### src/rtl/scl_gen_pkg.sv
package scl_gen_pkg;

   typedef enum logic [1:0] {
      PH_IDLE = 2'd0,
      PH_HIGH = 2'd1,
      PH_LOW  = 2'd2
   } phase_e;

   localparam int unsigned NUM_PAIRS   = 3;
   localparam int unsigned NUM_SPK     = 2;
   localparam int unsigned PHASE_FIXED = 7;

   localparam logic [1:0] MODE_STD  = 2'd0;
   localparam logic [1:0] MODE_FAST = 2'd1;
   localparam logic [1:0] MODE_HS   = 2'd2;

   localparam int unsigned ADDR_SPK_BASE = 6;
   localparam int unsigned ADDR_HOLD     = 8;

endpackage

### src/rtl/scl_gen_regs.sv
module scl_gen_regs
   import scl_gen_pkg::*;
#(
   parameter int unsigned CW       = 16,
   parameter int unsigned AW       = 4,
   parameter int unsigned DEF_HCNT = 8,
   parameter int unsigned DEF_LCNT = 12,
   parameter int unsigned DEF_SPK  = 1,
   parameter int unsigned DEF_HOLD = 3
) (
   input  logic          clk_i,
   input  logic          rst_ni,
   input  logic          en_i,
   input  logic          wr_en_i,
   input  logic [AW-1:0] wr_addr_i,
   input  logic [CW-1:0] wr_data_i,
   input  logic [1:0]    mode_i,
   output logic [CW-1:0] sel_hcnt_o,
   output logic [CW-1:0] sel_lcnt_o,
   output logic [CW-1:0] sel_spk_o,
   output logic [CW-1:0] hold_o
);

   logic          wr_ok;
   logic [1:0]    mode_q;
   logic [CW-1:0] hcnt_all [NUM_PAIRS];
   logic [CW-1:0] lcnt_all [NUM_PAIRS];
   logic [CW-1:0] spk_all  [NUM_SPK];
   logic [CW-1:0] hold_q;

   assign wr_ok = wr_en_i & ~en_i;

   for (genvar p = 0; p < NUM_PAIRS; p++) begin : g_pair
      logic [CW-1:0] h_q;
      logic [CW-1:0] l_q;
      always_ff @(posedge clk_i or negedge rst_ni) begin
         if (!rst_ni) begin
            h_q <= CW'(DEF_HCNT);
            l_q <= CW'(DEF_LCNT);
         end else if (wr_ok) begin
            if (wr_addr_i == AW'(2 * p))     h_q <= wr_data_i;
            if (wr_addr_i == AW'(2 * p + 1)) l_q <= wr_data_i;
         end
      end
      assign hcnt_all[p] = h_q;
      assign lcnt_all[p] = l_q;
   end

   for (genvar s = 0; s < NUM_SPK; s++) begin : g_spk
      logic [CW-1:0] s_q;
      always_ff @(posedge clk_i or negedge rst_ni) begin
         if (!rst_ni)                                          s_q <= CW'(DEF_SPK);
         else if (wr_ok && wr_addr_i == AW'(ADDR_SPK_BASE + s)) s_q <= wr_data_i;
      end
      assign spk_all[s] = s_q;
   end

   always_ff @(posedge clk_i or negedge rst_ni) begin
      if (!rst_ni) begin
         hold_q <= CW'(DEF_HOLD);
         mode_q <= MODE_FAST;
      end else if (!en_i) begin
         mode_q <= (mode_i == 2'd3) ? MODE_FAST : mode_i;
         if (wr_en_i && wr_addr_i == AW'(ADDR_HOLD) && wr_data_i != '0)
            hold_q <= wr_data_i;
      end
   end

   always_comb begin
      unique case (mode_q)
         MODE_STD: begin
            sel_hcnt_o = hcnt_all[0];
            sel_lcnt_o = lcnt_all[0];
         end
         MODE_HS: begin
            sel_hcnt_o = hcnt_all[2];
            sel_lcnt_o = lcnt_all[2];
         end
         default: begin
            sel_hcnt_o = hcnt_all[1];
            sel_lcnt_o = lcnt_all[1];
         end
      endcase
      sel_spk_o = (mode_q == MODE_HS) ? spk_all[1] : spk_all[0];
   end

   assign hold_o = hold_q;

endmodule

### src/rtl/scl_gen_phase.sv
module scl_gen_phase
   import scl_gen_pkg::*;
#(
   parameter int unsigned CW = 16,
   parameter int unsigned TW = CW + 2
) (
   input  logic          clk_i,
   input  logic          rst_ni,
   input  logic          en_i,
   input  logic [CW-1:0] hcnt_i,
   input  logic [CW-1:0] lcnt_i,
   input  logic [CW-1:0] spk_i,
   output phase_e        phase_o,
   output logic [TW-1:0] cnt_o
);

   phase_e        phase_q;
   logic [TW-1:0] cnt_q;
   logic [TW-1:0] high_term;
   logic [TW-1:0] low_term;

   assign high_term = TW'(hcnt_i) + TW'(spk_i) + TW'(PHASE_FIXED - 1);
   assign low_term  = TW'(lcnt_i);

   always_ff @(posedge clk_i or negedge rst_ni) begin
      if (!rst_ni) begin
         phase_q <= PH_IDLE;
         cnt_q   <= '0;
      end else if (!en_i) begin
         phase_q <= PH_IDLE;
         cnt_q   <= '0;
      end else begin
         unique case (phase_q)
            PH_IDLE: begin
               phase_q <= PH_HIGH;
               cnt_q   <= high_term;
            end
            PH_HIGH: begin
               if (cnt_q == '0) begin
                  phase_q <= PH_LOW;
                  cnt_q   <= low_term;
               end else begin
                  cnt_q <= cnt_q - TW'(1);
               end
            end
            PH_LOW: begin
               if (cnt_q == '0) begin
                  phase_q <= PH_HIGH;
                  cnt_q   <= high_term;
               end else begin
                  cnt_q <= cnt_q - TW'(1);
               end
            end
            default: begin
               phase_q <= PH_IDLE;
               cnt_q   <= '0;
            end
         endcase
      end
   end

   assign phase_o = phase_q;
   assign cnt_o   = cnt_q;

endmodule

### src/rtl/scl_gen_hold.sv
module scl_gen_hold
   import scl_gen_pkg::*;
#(
   parameter int unsigned CW = 16,
   parameter int unsigned TW = CW + 2
) (
   input  phase_e        phase_i,
   input  logic [TW-1:0] cnt_i,
   input  logic [CW-1:0] lcnt_i,
   input  logic [CW-1:0] hold_i,
   output logic          strobe_o
);

   logic [CW-1:0] hold_eff;
   logic [CW-1:0] target;

   assign hold_eff = (hold_i > lcnt_i) ? lcnt_i : hold_i;
   assign target   = lcnt_i - hold_eff;
   assign strobe_o = (phase_i == PH_LOW) && (cnt_i == TW'(target));

endmodule

### src/rtl/scl_timing_gen.sv
module scl_timing_gen
   import scl_gen_pkg::*;
#(
   parameter int unsigned CW       = 16,
   parameter int unsigned AW       = 4,
   parameter int unsigned DEF_HCNT = 8,
   parameter int unsigned DEF_LCNT = 12,
   parameter int unsigned DEF_SPK  = 1,
   parameter int unsigned DEF_HOLD = 3
) (
   input  logic          clk_i,
   input  logic          rst_ni,
   input  logic          en_i,
   input  logic          wr_en_i,
   input  logic [AW-1:0] wr_addr_i,
   input  logic [CW-1:0] wr_data_i,
   input  logic [1:0]    mode_i,
   output logic          scl_low_o,
   output logic          phase_high_o,
   output logic          sda_strobe_o
);

   localparam int unsigned TW = CW + 2;

   if (CW < 4 || CW > 24) begin : g_bad_cw
      $error("scl_timing_gen: CW must lie in 4..24");
   end
   if (AW < 4) begin : g_bad_aw
      $error("scl_timing_gen: AW must reach address 8");
   end
   if (DEF_HOLD == 0) begin : g_bad_hold
      $error("scl_timing_gen: DEF_HOLD must be nonzero");
   end
   if (DEF_HCNT >= (1 << CW) || DEF_LCNT >= (1 << CW) || DEF_SPK >= (1 << CW)) begin : g_bad_def
      $error("scl_timing_gen: default counts exceed CW");
   end

   logic [CW-1:0] sel_hcnt;
   logic [CW-1:0] sel_lcnt;
   logic [CW-1:0] sel_spk;
   logic [CW-1:0] hold_val;
   phase_e        phase;
   logic [TW-1:0] cnt;

   scl_gen_regs #(
      .CW(CW), .AW(AW), .DEF_HCNT(DEF_HCNT), .DEF_LCNT(DEF_LCNT),
      .DEF_SPK(DEF_SPK), .DEF_HOLD(DEF_HOLD)
   ) regs_i (
      .clk_i      (clk_i),
      .rst_ni     (rst_ni),
      .en_i       (en_i),
      .wr_en_i    (wr_en_i),
      .wr_addr_i  (wr_addr_i),
      .wr_data_i  (wr_data_i),
      .mode_i     (mode_i),
      .sel_hcnt_o (sel_hcnt),
      .sel_lcnt_o (sel_lcnt),
      .sel_spk_o  (sel_spk),
      .hold_o     (hold_val)
   );

   scl_gen_phase #(.CW(CW), .TW(TW)) phase_i (
      .clk_i   (clk_i),
      .rst_ni  (rst_ni),
      .en_i    (en_i),
      .hcnt_i  (sel_hcnt),
      .lcnt_i  (sel_lcnt),
      .spk_i   (sel_spk),
      .phase_o (phase),
      .cnt_o   (cnt)
   );

   scl_gen_hold #(.CW(CW), .TW(TW)) hold_i (
      .phase_i  (phase),
      .cnt_i    (cnt),
      .lcnt_i   (sel_lcnt),
      .hold_i   (hold_val),
      .strobe_o (sda_strobe_o)
   );

   assign scl_low_o    = (phase == PH_LOW);
   assign phase_high_o = (phase == PH_HIGH);

endmodule

### config.mk
export PLATFORM = sky130hd
export DESIGN_NAME = scl_timing_gen
export DESIGN_NICKNAME = d
export VERILOG_FILES = /design/src/rtl/scl_gen_pkg.sv /design/src/rtl/scl_gen_regs.sv /design/src/rtl/scl_gen_phase.sv /design/src/rtl/scl_gen_hold.sv /design/src/rtl/scl_timing_gen.sv
export SDC_FILE = /design/constraint.sdc
export NUM_CORES = 1
export LEC_CHECK = 0
export ABC_CLOCK_PERIOD_IN_PS = 6150
export BUFFER_PORTS_ARGS = -buffer_cell sky130_fd_sc_hd__buf_4
export CAP_MARGIN = 20
export CORE_MARGIN = 1.5
export CORE_UTILIZATION = 45
export CTS_CLUSTER_SIZE = 8
export DETAILED_ROUTE_END_ITERATION = 16
export GPL_ROUTABILITY_DRIVEN = 0
export PLACE_DENSITY = 0.67
export REMOVE_ABC_BUFFERS = 1
export SYNTH_ARGS = -nofsm -noshare
export SYNTH_HDL_FRONTEND = slang
export SYNTH_HIERARCHICAL = 1
export SYNTH_SLANG_ARGS = --single-unit
### constraint.sdc
create_clock -name clk_i -period 6.15 [get_ports clk_i]
set_input_delay 0.9225 -clock clk_i [delete_from_list [all_inputs] [get_ports clk_i]]
set_output_delay 0.9225 -clock clk_i [all_outputs]
set_load 0.02 [all_outputs]
==> impl_metrics.env <==
export IMPL_htree_levels=4
export IMPL_endpoint_kind="primary output"
export IMPL_coreArea_sq_um=22570
export IMPL_cts_clk_slew_worst_paths_ps=70
export IMPL_clock_skew_ps=7.790
export IMPL_arrival_ps=5350
export IMPL_synth_warnings=6
export IMPL_highest_signal_layer="met4"
export IMPL_wl_met3_mm=1.110
export IMPL_placed_cells=1247
export IMPL_fin_cells=1308
export IMPL_die_area_sq_um=23850
export IMPL_ys_ff_latch=166
export IMPL_cts_tree="yes"
export IMPL_drt_iter0_drc=371
export IMPL_drtPass1Iterations=6
export IMPL_dpl_hpwl_mm=17.57
export IMPL_p_leak_nw=5.382
export IMPL_avgViaCountPerCell=5.688
export IMPL_hold_class="in -> async"
export IMPL_crit_path_start_kind="register"
export IMPL_drv_slew=0
export IMPL_fillers=1964
export IMPL_ys_top_cells_by_count="dfrtp_1, mux2_2, ha_1, nand2_1, nor2_1"
export IMPL_vias=7440
export IMPL_critPathKind="reg -> out"
export IMPL_power_density_nw_per_um2=425.1
export IMPL_fin_setup_tns_ps=-124.9
export IMPL_area_growth_pct=14.69
export IMPL_fp_dieH_microns=154.4
export IMPL_root_buffer="clkbuf_16"
export IMPL_tightest_slew_ps=1055
export IMPL_ant_nets=0
export IMPL_synth_async_reset_ratio_pct=100.0
export IMPL_syn_inst=959
export IMPL_grt_antenna_before_repair=0
export IMPL_synth_most_common_cell="dfrtp_1"
export IMPL_ios=29
export IMPL_final_area_sq_um=11840
export IMPL_start_util_pct=45.73
export IMPL_placed_area_sq_um=10810
export IMPL_insertion_delay_ps=430
export IMPL_grt_pass1_vias=7578
export IMPL_clock_sinks=166
export IMPL_setup_violations_final=1
export IMPL_fp_row_count=55
export IMPL_port_buffers=28
export IMPL_nets=1101
export IMPL_violations="setup timing"
export IMPL_rsz0062_at_grt="true"
export IMPL_synthFlopType="dfrtp_1"
export IMPL_wl_met2_mm=11.90
export IMPL_irDropWorstVdd_mv=0.2236
export IMPL_finalCriticalPeriod_ps=6275
export IMPL_layout_drive_gt1_share_pct=32.45
export IMPL_dieWidth_microns=154.4
export IMPL_synthTopCellsByArea="dfrtp_1, mux2_2, ha_1, mux2i_1, dfstp_2"
export IMPL_synth_edf_count=0
export IMPL_pre_cts_ws_ps=-33.67
export IMPL_hold_violations=0
export IMPL_critPathMaxFanout=7
export IMPL_worst_slack_ps=-124.9
export IMPL_yosysSeqAreaShare_pct=40.42
export IMPL_finalPower_mw=5.032
export IMPL_wire_per_inst_microns=18.95
export IMPL_grt_max_degree=115
export IMPL_wl_met1_mm=11.36
export IMPL_grt_pass1_wl_mm=40.11
export IMPL_syn_area_per_cell_sq_um=10.76
export IMPL_cap_violations=0
export IMPL_slew_headroom_pct=29.20
export IMPL_diodes=0
export IMPL_yosysTopAreaCellShare_pct=36.85
export IMPL_clock_path_buffers=2
export IMPL_synth_area_sq_um=10320
export IMPL_required_ps=5230
export IMPL_fmax_mhz=159.4
export IMPL_status="finished with violations"
export IMPL_overflow=0
export IMPL_cts_buffers_inserted=17
export IMPL_drcViolationCount=0
export IMPL_wl_mm=24.78
export IMPL_grt_use_total_pct=21.55
export IMPL_synth_cell_types=72
export IMPL_synth_top_area_cell="dfrtp_1"
export IMPL_period_share_pct=102.0
[timing repair]
item,in CTS,in global routing
hold buffers,0,0
endpoints found under the setup margin,1,1
gates cloned,1,0
pin swaps,25,14
setup buffers,20,7
gates resized for setup,38,13
[layout by cell type (no fill, tap or decap), types with 8 or more instances in the layout]
| cell type | instances |
|---|---|
| a21o_1 | 10 |
| a21oi_1 | 41 |
| a221oi_1 | 11 |
| buf_4 | 79 |
| clkbuf_16 | 17 |
| dfrtp_1 | 151 |
| dfstp_2 | 14 |
| ha_1 | 58 |
| inv_1 | 36 |
| mux2_1 | 12 |
| mux2_2 | 150 |
| mux2i_1 | 45 |
| nand2_1 | 63 |
| nand3_1 | 19 |
| nor2_1 | 53 |
| nor2b_1 | 8 |
| o21ai_0 | 37 |
| o21ai_1 | 16 |
| xnor2_1 | 26 |
| xor2_1 | 20 |
[through the flow]
stage               hold WS, ps  utilization [%]
floorplan                 452.2                -
global placement          461.3            47.90
detailed placement        476.6            47.90
CTS                       490.3            51.87
global route              436.9            52.44
finish                    420.5            52.44
[cells by family after synthesis]
group	count (synthesis)	share of synthesized area (%)
xor+xnor	50	4.316
buf+inv	93	4.376
simple gates	204	10.07
flops	166	40.42
compound gates	172	10.56
fa+ha+maj	65	8.025
mux	209	22.23
[metal layers]
| layer | vias to the layer above | GRT usage, % |
|---|---|---|
| met5 | - | 0 |
| met4 | 0 | 6.090 |
| met3 | 27 | 4.455 |
| met2 | 140 | 35.95 |
| met1 | 3730 | 28.42 |
| li1 | 3543 | - |
[registers in the layout (all words and copies together), names as in the netlist]
name	cells
phase_i/cnt_o	18
phase_i/phase_o	2
regs_i/g_pair.h_q	48
regs_i/g_pair.l_q	48
regs_i/g_spk.s_q	32
regs_i/hold_o	16
regs_i/mode_q	2
[final cells by class]
cell class              count  area, sq um  share of cell area [%]
well taps                 285        356.6                   3.012
flip-flops and latches    166         4173                   35.25
clock inverters            11        121.4                   1.025
repair buffers             88        745.7                   6.300
clock buffers              21        460.4                   3.890
inverters                  37        138.9                   1.173
multi-input cells         700         5842                   49.35
[worst max-delay path, cell delays in order, from the launching register on]
cell and delay, ps:
dfrtp_2 500, buf_6 170, mux2i_1 120, o21ai_1 200, inv_1 70, ha_1 330, nand4_1 100, or2_4 290
a211oi_4 260, nor4b_4 80, nor2_4 250, mux2i_4 320, ha_1 260, nor2b_1 160, o2111ai_1 260, nand3_1 150
o31a_1 290, a31oi_2 170, xnor2_1 90, or4_1 530, nor4_2 140, buf_4 170
[power breakdown]
group / leakage [nW] / switching [mW] / internal, mW / total [mW]
registers: 2.10 / 0.197 / 1.34 / 1.53
clock network: 0.284 / 0.440 / 0.620 / 1.06
logic: 3.00 / 1.29 / 1.15 / 2.44
total: 5.38 / 1.93 / 3.10 / 5.03
[final timing paths]
| kind | from | end | slack [ps] | cells past startpoint |
|---|---|---|---|---|
| worst max-delay path | regs_i/mode_q[1]$_DFFE_PN0N_ | sda_strobe_o | -120 | 21 |
| worst min-delay path | rst_ni | regs_i/g_pair[0].h_q[14]$_DFFE_PN0P_ | 420 | 1 |
| worst max register to register | regs_i/mode_q[1]$_DFFE_PN0N_ | phase_i/cnt_o[12]$_DFF_PN0_ | 1670 | 13 |
| worst min register to register | regs_i/g_spk[1].s_q[14]$_DFFE_PN0P_ | regs_i/g_spk[1].s_q[14]$_DFFE_PN0P_ | 490 | 1 |
| max in group asynchronous | rst_ni | regs_i/mode_q[1]$_DFFE_PN0N_ | 4250 | 3 |
| min in group clk_i | regs_i/g_spk[1].s_q[14]$_DFFE_PN0P_ | regs_i/g_spk[1].s_q[14]$_DFFE_PN0P_ | 490 | 1 |
Note: power is estimated with default switching activity, not from simulation.
